**config.mk**
```make
export PLATFORM = sky130hd
export DESIGN_NAME = fifo_ext_irq_ctrl
export DESIGN_NICKNAME = d
export VERILOG_FILES = /design/src/rtl/fxi_pkg.sv /design/src/rtl/fxi_regs.sv /design/src/rtl/fxi_timer.sv /design/src/rtl/fxi_irq.sv /design/src/rtl/fifo_ext_irq_ctrl.sv
export SDC_FILE = /design/constraint.sdc
export NUM_CORES = 1
export LEC_CHECK = 0
export ABC_AREA = 1
export BUFFER_PORTS_ARGS = -buffer_cell sky130_fd_sc_hd__buf_2
export CORE_UTILIZATION = 51
export DETAILED_ROUTE_END_ITERATION = 12
export GPL_ROUTABILITY_DRIVEN = 0
export PLACE_DENSITY_LB_ADDON = 0.25
export SKIP_CTS_REPAIR_TIMING = 1
export SKIP_LAST_GASP = 1
export SYNTH_ARGS = -nofsm -noshare
export SYNTH_HDL_FRONTEND = slang
export SYNTH_HIERARCHICAL = 1
export SYNTH_SLANG_ARGS = --single-unit
```
**constraint.sdc**
```tcl
create_clock -name clk -period 1.9 [get_ports clk]
set_input_delay 0 -clock clk [delete_from_list [all_inputs] [get_ports clk]]
set_output_delay 0 -clock clk [all_outputs]
set_load 0.05 [all_outputs]
```
**src/rtl/fxi_pkg.sv**
```systemverilog
package fxi_pkg;
  localparam int AW    = 3;
  localparam int DW    = 8;
  localparam int NSRC  = 5;

  typedef enum logic [AW-1:0] {
    OFS_MODE = 3'd0,
    OFS_IEN  = 3'd1,
    OFS_STAT = 3'd2,
    OFS_TIVL = 3'd3,
    OFS_TCTL = 3'd4
  } reg_ofs_e;

  // interrupt source bit positions (enable and pending vectors)
  localparam int SRC_RXH = 0;
  localparam int SRC_TXH = 1;
  localparam int SRC_TXE = 2;
  localparam int SRC_CTO = 3;
  localparam int SRC_TMR = 4;

  // mode register bit positions
  localparam int MB_SWAP  = 0;
  localparam int MB_RSVD  = 1;
  localparam int MB_FIFO  = 2;
  localparam int MB_FLOW  = 3;
  localparam int MB_LEVEL = 4;
  localparam int MODE_W   = 5;
endpackage

```
**src/rtl/fxi_regs.sv**
```systemverilog
module fxi_regs
  import fxi_pkg::*;
(
  input  logic              clk,
  input  logic              rst,
  input  logic [AW-1:0]     addr,
  input  logic              wr,
  input  logic              rd,
  input  logic [DW-1:0]     wdata,
  input  logic [DW-1:0]     status_in,
  output logic [DW-1:0]     rdata,
  output logic [MODE_W-1:0] mode_q,
  output logic [NSRC-1:0]   ien_q,
  output logic [DW-1:0]     tivl_q,
  output logic              tmr_en_q,
  output logic              stat_rd,
  output logic              fifo_rst_q
);
  logic stat_wr;

  assign stat_rd = rd && (addr == OFS_STAT);
  assign stat_wr = wr && (addr == OFS_STAT);

  always_ff @(posedge clk) begin
    if (rst) begin
      mode_q     <= '0;
      ien_q      <= '0;
      tivl_q     <= '0;
      tmr_en_q   <= 1'b0;
      fifo_rst_q <= 1'b0;
      rdata      <= '0;
    end else begin
      fifo_rst_q <= stat_wr;
      if (wr) begin
        case (addr)
          OFS_MODE: begin
            mode_q          <= wdata[MODE_W-1:0];
            mode_q[MB_RSVD] <= 1'b0;
          end
          OFS_IEN:  ien_q    <= wdata[NSRC-1:0];
          OFS_TIVL: tivl_q   <= wdata;
          OFS_TCTL: tmr_en_q <= wdata[0];
          default: ;
        endcase
      end
      if (rd) begin
        case (addr)
          OFS_MODE: rdata <= DW'(mode_q);
          OFS_IEN:  rdata <= DW'(ien_q);
          OFS_STAT: rdata <= status_in;
          OFS_TIVL: rdata <= tivl_q;
          OFS_TCTL: rdata <= DW'(tmr_en_q);
          default:  rdata <= '0;
        endcase
      end
    end
  end

  a_r4_rst_one_cycle: assert property (@(posedge clk) disable iff (rst)
    fifo_rst_q |=> !fifo_rst_q);
  a_r4_rst_from_write: assert property (@(posedge clk) disable iff (rst)
    fifo_rst_q |-> $past(stat_wr));
  a_r1_rsvd_zero: assert property (@(posedge clk) disable iff (rst)
    !mode_q[MB_RSVD]);
endmodule

```
**src/rtl/fxi_timer.sv**
```systemverilog
module fxi_timer #(
  parameter int TICK_DIV = 20000,
  parameter int IVL_W    = 8
) (
  input  logic             clk,
  input  logic             rst,
  input  logic             en,
  input  logic [IVL_W-1:0] ivl,
  output logic             expire
);
  localparam int PW = (TICK_DIV > 1) ? $clog2(TICK_DIV) : 1;
  localparam logic [PW-1:0] PRE_LAST = PW'(TICK_DIV - 1);

  logic [PW-1:0]    pre_q;
  logic [IVL_W-1:0] cnt_q;
  logic [IVL_W-1:0] ivl_eff;

  assign ivl_eff = (ivl == '0) ? IVL_W'(1) : ivl;

  always_ff @(posedge clk) begin
    if (rst) begin
      pre_q  <= '0;
      cnt_q  <= IVL_W'(1);
      expire <= 1'b0;
    end else begin
      expire <= 1'b0;
      if (!en) begin
        pre_q <= '0;
        cnt_q <= ivl_eff;
      end else if (pre_q == PRE_LAST) begin
        pre_q <= '0;
        if (cnt_q == IVL_W'(1)) begin
          cnt_q  <= ivl_eff;
          expire <= 1'b1;
        end else begin
          cnt_q <= cnt_q - IVL_W'(1);
        end
      end else begin
        pre_q <= pre_q + PW'(1);
      end
    end
  end

  a_r5_cnt_nonzero: assert property (@(posedge clk) disable iff (rst)
    cnt_q != '0);
  a_r5_expire_needs_en: assert property (@(posedge clk) disable iff (rst)
    expire |-> $past(en));
endmodule

```
**src/rtl/fxi_irq.sv**
```systemverilog
module fxi_irq
  import fxi_pkg::*;
(
  input  logic            clk,
  input  logic            rst,
  input  logic            tx_empty,
  input  logic            tx_half,
  input  logic            rx_half,
  input  logic            tx_push,
  input  logic            rx_pop,
  input  logic            char_timeout,
  input  logic            stat_rd,
  input  logic            tmr_expire,
  input  logic            tmr_en,
  input  logic [NSRC-1:0] ien,
  input  logic            level_mode,
  output logic [NSRC-1:0] pend,
  output logic            irq
);
  logic            txe_prev, txh_prev;
  logic [NSRC-1:0] active, act_prev;
  logic            txe_set;

  assign active  = pend & ien;
  assign txe_set = tx_empty & ~txe_prev;

  always_ff @(posedge clk) begin
    if (rst) begin
      pend     <= '0;
      txe_prev <= 1'b1;
      txh_prev <= 1'b0;
      act_prev <= '0;
      irq      <= 1'b0;
    end else begin
      txe_prev <= tx_empty;
      txh_prev <= tx_half;

      if (!tmr_en)         pend[SRC_TMR] <= 1'b0;
      else if (tmr_expire) pend[SRC_TMR] <= 1'b1;

      if (char_timeout)          pend[SRC_CTO] <= 1'b1;
      else if (rx_pop || stat_rd) pend[SRC_CTO] <= 1'b0;

      if (txe_set)                 pend[SRC_TXE] <= 1'b1;
      else if (tx_push || stat_rd) pend[SRC_TXE] <= 1'b0;

      if (!tx_half && txh_prev)    pend[SRC_TXH] <= 1'b1;
      else if (tx_half || stat_rd) pend[SRC_TXH] <= 1'b0;

      pend[SRC_RXH] <= rx_half;

      act_prev <= active;
      irq      <= level_mode ? (|active) : (|(active & ~act_prev));
    end
  end

  a_r6_tmr_hold: assert property (@(posedge clk) disable iff (rst)
    (pend[SRC_TMR] && tmr_en) |=> pend[SRC_TMR]);
  a_r8_txe_clear: assert property (@(posedge clk) disable iff (rst)
    (stat_rd && !txe_set) |=> !pend[SRC_TXE]);
  a_r11_level_or: assert property (@(posedge clk) disable iff (rst)
    (level_mode && $past(level_mode)) |-> (irq == $past(|active)));
  a_r13_no_enable: assert property (@(posedge clk) disable iff (rst)
    ($past(active) == '0) |-> !irq);
endmodule

```
**src/rtl/fifo_ext_irq_ctrl.sv**
```systemverilog
module fifo_ext_irq_ctrl
  import fxi_pkg::*;
#(
  parameter int TICK_DIV = 20000
) (
  input  logic          clk,
  input  logic          rst,
  input  logic [2:0]    host_addr,
  input  logic          host_wr,
  input  logic          host_rd,
  input  logic [7:0]    host_wdata,
  output logic [7:0]    host_rdata,
  input  logic          tx_empty,
  input  logic          tx_half,
  input  logic          tx_full,
  input  logic          rx_empty,
  input  logic          rx_half,
  input  logic          rx_full,
  input  logic          tx_push,
  input  logic          rx_pop,
  input  logic          char_timeout,
  output logic          irq,
  output logic          tx_fifo_rst,
  output logic          rx_fifo_rst,
  output logic          auto_flow_en,
  output logic          ext_fifo_en,
  output logic          swap_halves
);
  logic [MODE_W-1:0] mode_q;
  logic [NSRC-1:0]   ien_q, pend;
  logic [DW-1:0]     tivl_q, status;
  logic              tmr_en_q, stat_rd, fifo_rst_q, tmr_expire;

  assign status = {pend[SRC_TMR], pend[SRC_CTO], ~rx_full, rx_half,
                   rx_empty, tx_full, tx_half, tx_empty};

  fxi_regs u_regs (
    .clk(clk), .rst(rst), .addr(host_addr), .wr(host_wr), .rd(host_rd),
    .wdata(host_wdata), .status_in(status), .rdata(host_rdata),
    .mode_q(mode_q), .ien_q(ien_q), .tivl_q(tivl_q), .tmr_en_q(tmr_en_q),
    .stat_rd(stat_rd), .fifo_rst_q(fifo_rst_q)
  );

  fxi_timer #(.TICK_DIV(TICK_DIV), .IVL_W(DW)) u_timer (
    .clk(clk), .rst(rst), .en(tmr_en_q), .ivl(tivl_q), .expire(tmr_expire)
  );

  fxi_irq u_irq (
    .clk(clk), .rst(rst), .tx_empty(tx_empty), .tx_half(tx_half),
    .rx_half(rx_half), .tx_push(tx_push), .rx_pop(rx_pop),
    .char_timeout(char_timeout), .stat_rd(stat_rd), .tmr_expire(tmr_expire),
    .tmr_en(tmr_en_q), .ien(ien_q), .level_mode(mode_q[MB_LEVEL]),
    .pend(pend), .irq(irq)
  );

  assign tx_fifo_rst  = fifo_rst_q;
  assign rx_fifo_rst  = fifo_rst_q;
  assign auto_flow_en = mode_q[MB_FLOW];
  assign ext_fifo_en  = mode_q[MB_FIFO];
  assign swap_halves  = mode_q[MB_SWAP];
endmodule

```
Word-level counts from Yosys, hierarchy flattened
Cells that the tools add are included.
{ "word_totals": {"register_bits": 64, "input_bits": 24, "out_inout_bits": 14} }
{ "op_classes": {"n_addsub": 2, "n_eq_ne": 7, "mux": 13, "bitwise_logic": 8, "n_reduce_logical": 21} }
{ "op_table": {"columns": ["cell", "count"], "rows": [
  ["$pmux 8 s5", 1],
  ["$mux 8", 4],
  ["$add 15x1->15 const B", 1],
  ["$eq 15x15->1 const B", 1],
  ["$and 5x5->5", 2],
  ["$reduce_or 5->1", 2],
  ["$eq 8x1->1 const B", 1],
  ["$logic_not 8->1", 1],
  ["$mux 1", 8],
  ["$reduce_and 2->1", 4],
  ["$sub 8x1->8 const B", 1],
  ["$eq 3x2->1 const B", 2],
  ["$reduce_bool 2->1", 3],
  ["$reduce_or 3->1", 2],
  ["$not 5->5", 1],
  ["$not 1->1", 4],
  ["$eq 3x1->1 const B", 1],
  ["$eq 3x3->1 const B", 1],
  ["$logic_and 1x1->1", 3],
  ["$logic_not 3->1", 1],
  ["$logic_or 1x1->1", 3],
  ["$ne 2x1->1 const B", 1],
  ["$reduce_or 2->1", 1],
  ["$and 1x1->1", 1],
  ["$logic_not 1->1", 1]
]} }

Logic depth before layout (Yosys ltp)
{ "depth": {"word_depth": 5, "depth_mapped": 10} }

Cells and area by module
The synthesis kept the hierarchy.
{ "by_module_without_submodules": {"columns": ["mod", "n_inst", "cells_per_inst", "area_per_inst_um2", "seq_area_each_um2"], "rows": [
  ["fxi_timer", 1, 221, 1467.7, 480.5],
  ["fxi_regs", 1, 167, 1242.4, 540.5],
  ["fxi_irq", 1, 61, 460.4, 260.2],
  ["fifo_ext_irq_ctrl", 1, 2, 11.3, 0.0]
]} }

Worst setup path before layout
OpenSTA, ideal clock, no wires.
{ "synth_path": {"path_kind": "register -> register", "from": "register u_timer.pre_q[0]", "to": "register u_timer.pre_q[13]", "setup_time_ns": 0.122, "arrival_time_ns": 1.253, "t_required_ns": 1.778, "path_slack_ns": 0.525, "path_stages_with_launch": 10, "path_buffers": 1, "synth_period_minus_slack_ns": 1.375, "path_cell_list": "dfxtp_1 ha_1 nand3_2 nor2_2 nand2_4 nand2_4 inv_2 nand2_4 buf_8 a21oi_2"} }
{ "synth_via": {"elab_chain_len": 2} }
{ "synth_rtl": {"columns": ["element", "line", "text"], "rows": [
  ["start, declared", "fxi_timer.sv:14", "logic [PW-1:0] pre_q;"],
  ["start signal, assigned", "fxi_timer.sv:39", "pre_q <= pre_q + PW'(1);"],
  ["branches (longest 2 deep; another with $add 15x1->15)", null, null]
]} }
Parallel ways; which one is timed is not known.
A chain may end at the register's enable or synchronous reset.

Worst setup path after layout
{ "layout_path": {"from": "register u_timer.pre_q[0]", "to": "register u_timer.pre_q[14]"} }
The elaborated chain is that of the path after synthesis.

==> results.txt <==
CTS max path bufs - 2
Die Wd - 80.8 µm
Syn_nets - 476
Clock Root Buffer - clkbuf_8
Worst min-delay path category - in -> reg
Drt first pass iters - 7
Fin crit share - 80.4%
Max_cap viols - 0
Static Leak - 1.61 nW
Wire length of the first global-routing pass - 11.5 mm
Area Growth Syn to Fin - 17.3%
Ys Warns - 6
Fraction of layout instances using a drive strength above 1 - 19.9%
Cell depth of the worst flop-to-flop path - 5
I/O pins - 38
Initial antenna violation count - 0
Die Y - 80.8 µm
Pins over their slew limit - 0
Worst EP arrival - 1.80 ns
Outcome - finished with violations
Max_slew headroom - 70.2%
I/O Buffers - 37
DRC errors left - 0
Remaining Overflow, GRT - 0
All-Layer GR Usage - 22.8%
Row count - 28
Setup violations, final - 0
Worst setup margin - 0.372 ns
Failing checks - hold timing
Period minus WS final - 1.53 ns
Wirelength, routed - 7.05 mm
Die area - 6540 µm²
Worst-path fanout max - 4
Unrepaired setup endpoints after global routing - no
Cts bufs inserted - 9
Vias in the first global route - 2,565
Clk Latency, worst-skew pair - 0.34 ns
Setup crit end kind - flip-flop
Clock-pin slew on the worst setup and hold paths - 0.07 ns
Vias per std cell - 5.13
Clock sinks - 64
CTS tree - done
CP required - 2.17 ns
Worst IR Drop VDD - 409 µV
DP HPWL - 5.05 mm
Wire length per cell - 12.1 µm
Clk_skew - 0.00601 ns
Max Freq - 655 MHz
Antenna cells - 0
Core Area - 5960 µm²
Post-Synthesis Cells - 449
Slew @ Worst Pin - 0.444 ns
Worst Hold Margin - -0.00740 ns
Final Hold Viols - 2
Worst slack at placement - 0.417 ns
Nets - 530
Iteration-0 DRC count of the detailed router - 229
Setup crit start kind - flip-flop
H-Tree Depth - 3
DR vias - 2,992
Netlist Area Pre-Place - 3170 µm²
Hold path cells - 3
Setup CP Type - reg -> reg
Final TNS setup - 0 ns
Synthesized area per cell - 7.06 µm²
Initial Util - 53.2%
Largest net degree at the start of global routing - 28
PwrDens - 718 nW/µm²
Final ANT Viol Nets - 0
==> layer usage <==
metal / vias to the layer above / track usage (%) / wire (µm)
met5: - / 0 / 0
met3: 7 / 6.97 / 410
met4: 0 / 7.14 / 64
li1: 1549 / - / -
met1: 1350 / 29.4 / 3340
met2: 86 / 36.1 / 3240
==> report_power, final <==
group          internal (W)  switching [W]  total (W)
Sequential          0.00137      0.0000209    0.00139
Combinational     0.0000973       0.000167   0.000264
Clock              0.000504       0.000515    0.00102
==> final timing paths <==
check | to | from | slack [ns]
worst min register to register | u_timer/pre_q[0]$_SDFF_PP0_ | u_timer/pre_q[0]$_SDFF_PP0_ | 0.46
worst min-delay path | u_regs/rdata[5]$_SDFFE_PP0P_ | host_rd | -0.007
worst max-delay path | u_timer/pre_q[14]$_SDFF_PP0_ | u_timer/pre_q[0]$_SDFF_PP0_ | 0.37
worst max register to register | u_timer/pre_q[14]$_SDFF_PP0_ | u_timer/pre_q[0]$_SDFF_PP0_ | 0.37
==> per-stage QoR <==
stage	std cells	power, W	utilization (%)	area, µm²
final	583	0.00267	62.5	3720
after global routing	583	0.00279	62.5	3720
after CTS	568	0.00268	59.9	3570
after detailed placement	552	0.00166	57.0	3400
after global placement	552	0.00165	57.0	3400
after floorplan	449	0.00158	-	3170
==> cell usage in the layout (no fill, tap or decap), types with 2 or more instances in the layout <==
cell type / instances
o21ai_0: 8
nor3_1: 3
a21oi_1: 19
nor3_2: 2
inv_2: 10
or2_1: 2
nand3b_1: 3
dlygate4sd3_1: 15
nand3_1: 41
clkinvlp_4: 3
buf_2: 37
clkinv_2: 2
nor2_2: 13
xor2_1: 3
dfxtp_1: 64
ha_1: 3
clkbuf_8: 10
inv_1: 49
nand2_2: 2
a211oi_2: 2
nand2_1: 119
a21oi_2: 7
nor2_1: 43
nand4_1: 11
a211oi_1: 6
nand3_2: 2
nand2_4: 3
buf_4: 2
o21ai_1: 12
==> cell type report <==
type,instances,area [µm²]
fillers,547,2240
multi-input cells,313,1590
flip-flops and latches,64,1280
repair buffers,54,350
inverters,61,231
clock buffers,11,141
well taps,75,93.8
clock inverters,5,32.5
==> critical path, stage by stage (launching register included) <==
cell and delay (ns):
dfxtp_1 0.37, ha_1 0.22, nand3_2 0.14, nor3_1 0.38, nand4_1 0.19, a21oi_2 0.16
==> flip-flops by register name, summed over array words and instances (netlist names) <==
name	count
u_timer/cnt_q	8
u_irq/pend	5
u_regs/tivl_q	8
u_irq/txh_prev	1
u_regs/mode_q	4
u_timer/pre_q	15
u_irq/irq	1
u_timer/expire	1
u_regs/rdata	8
u_irq/act_prev	5
u_irq/txe_prev	1
u_regs/ien_q	5
u_regs/fifo_rst_q	1
u_regs/tmr_en_q	1
No activity file was read; power rests on OpenSTA's default activity.
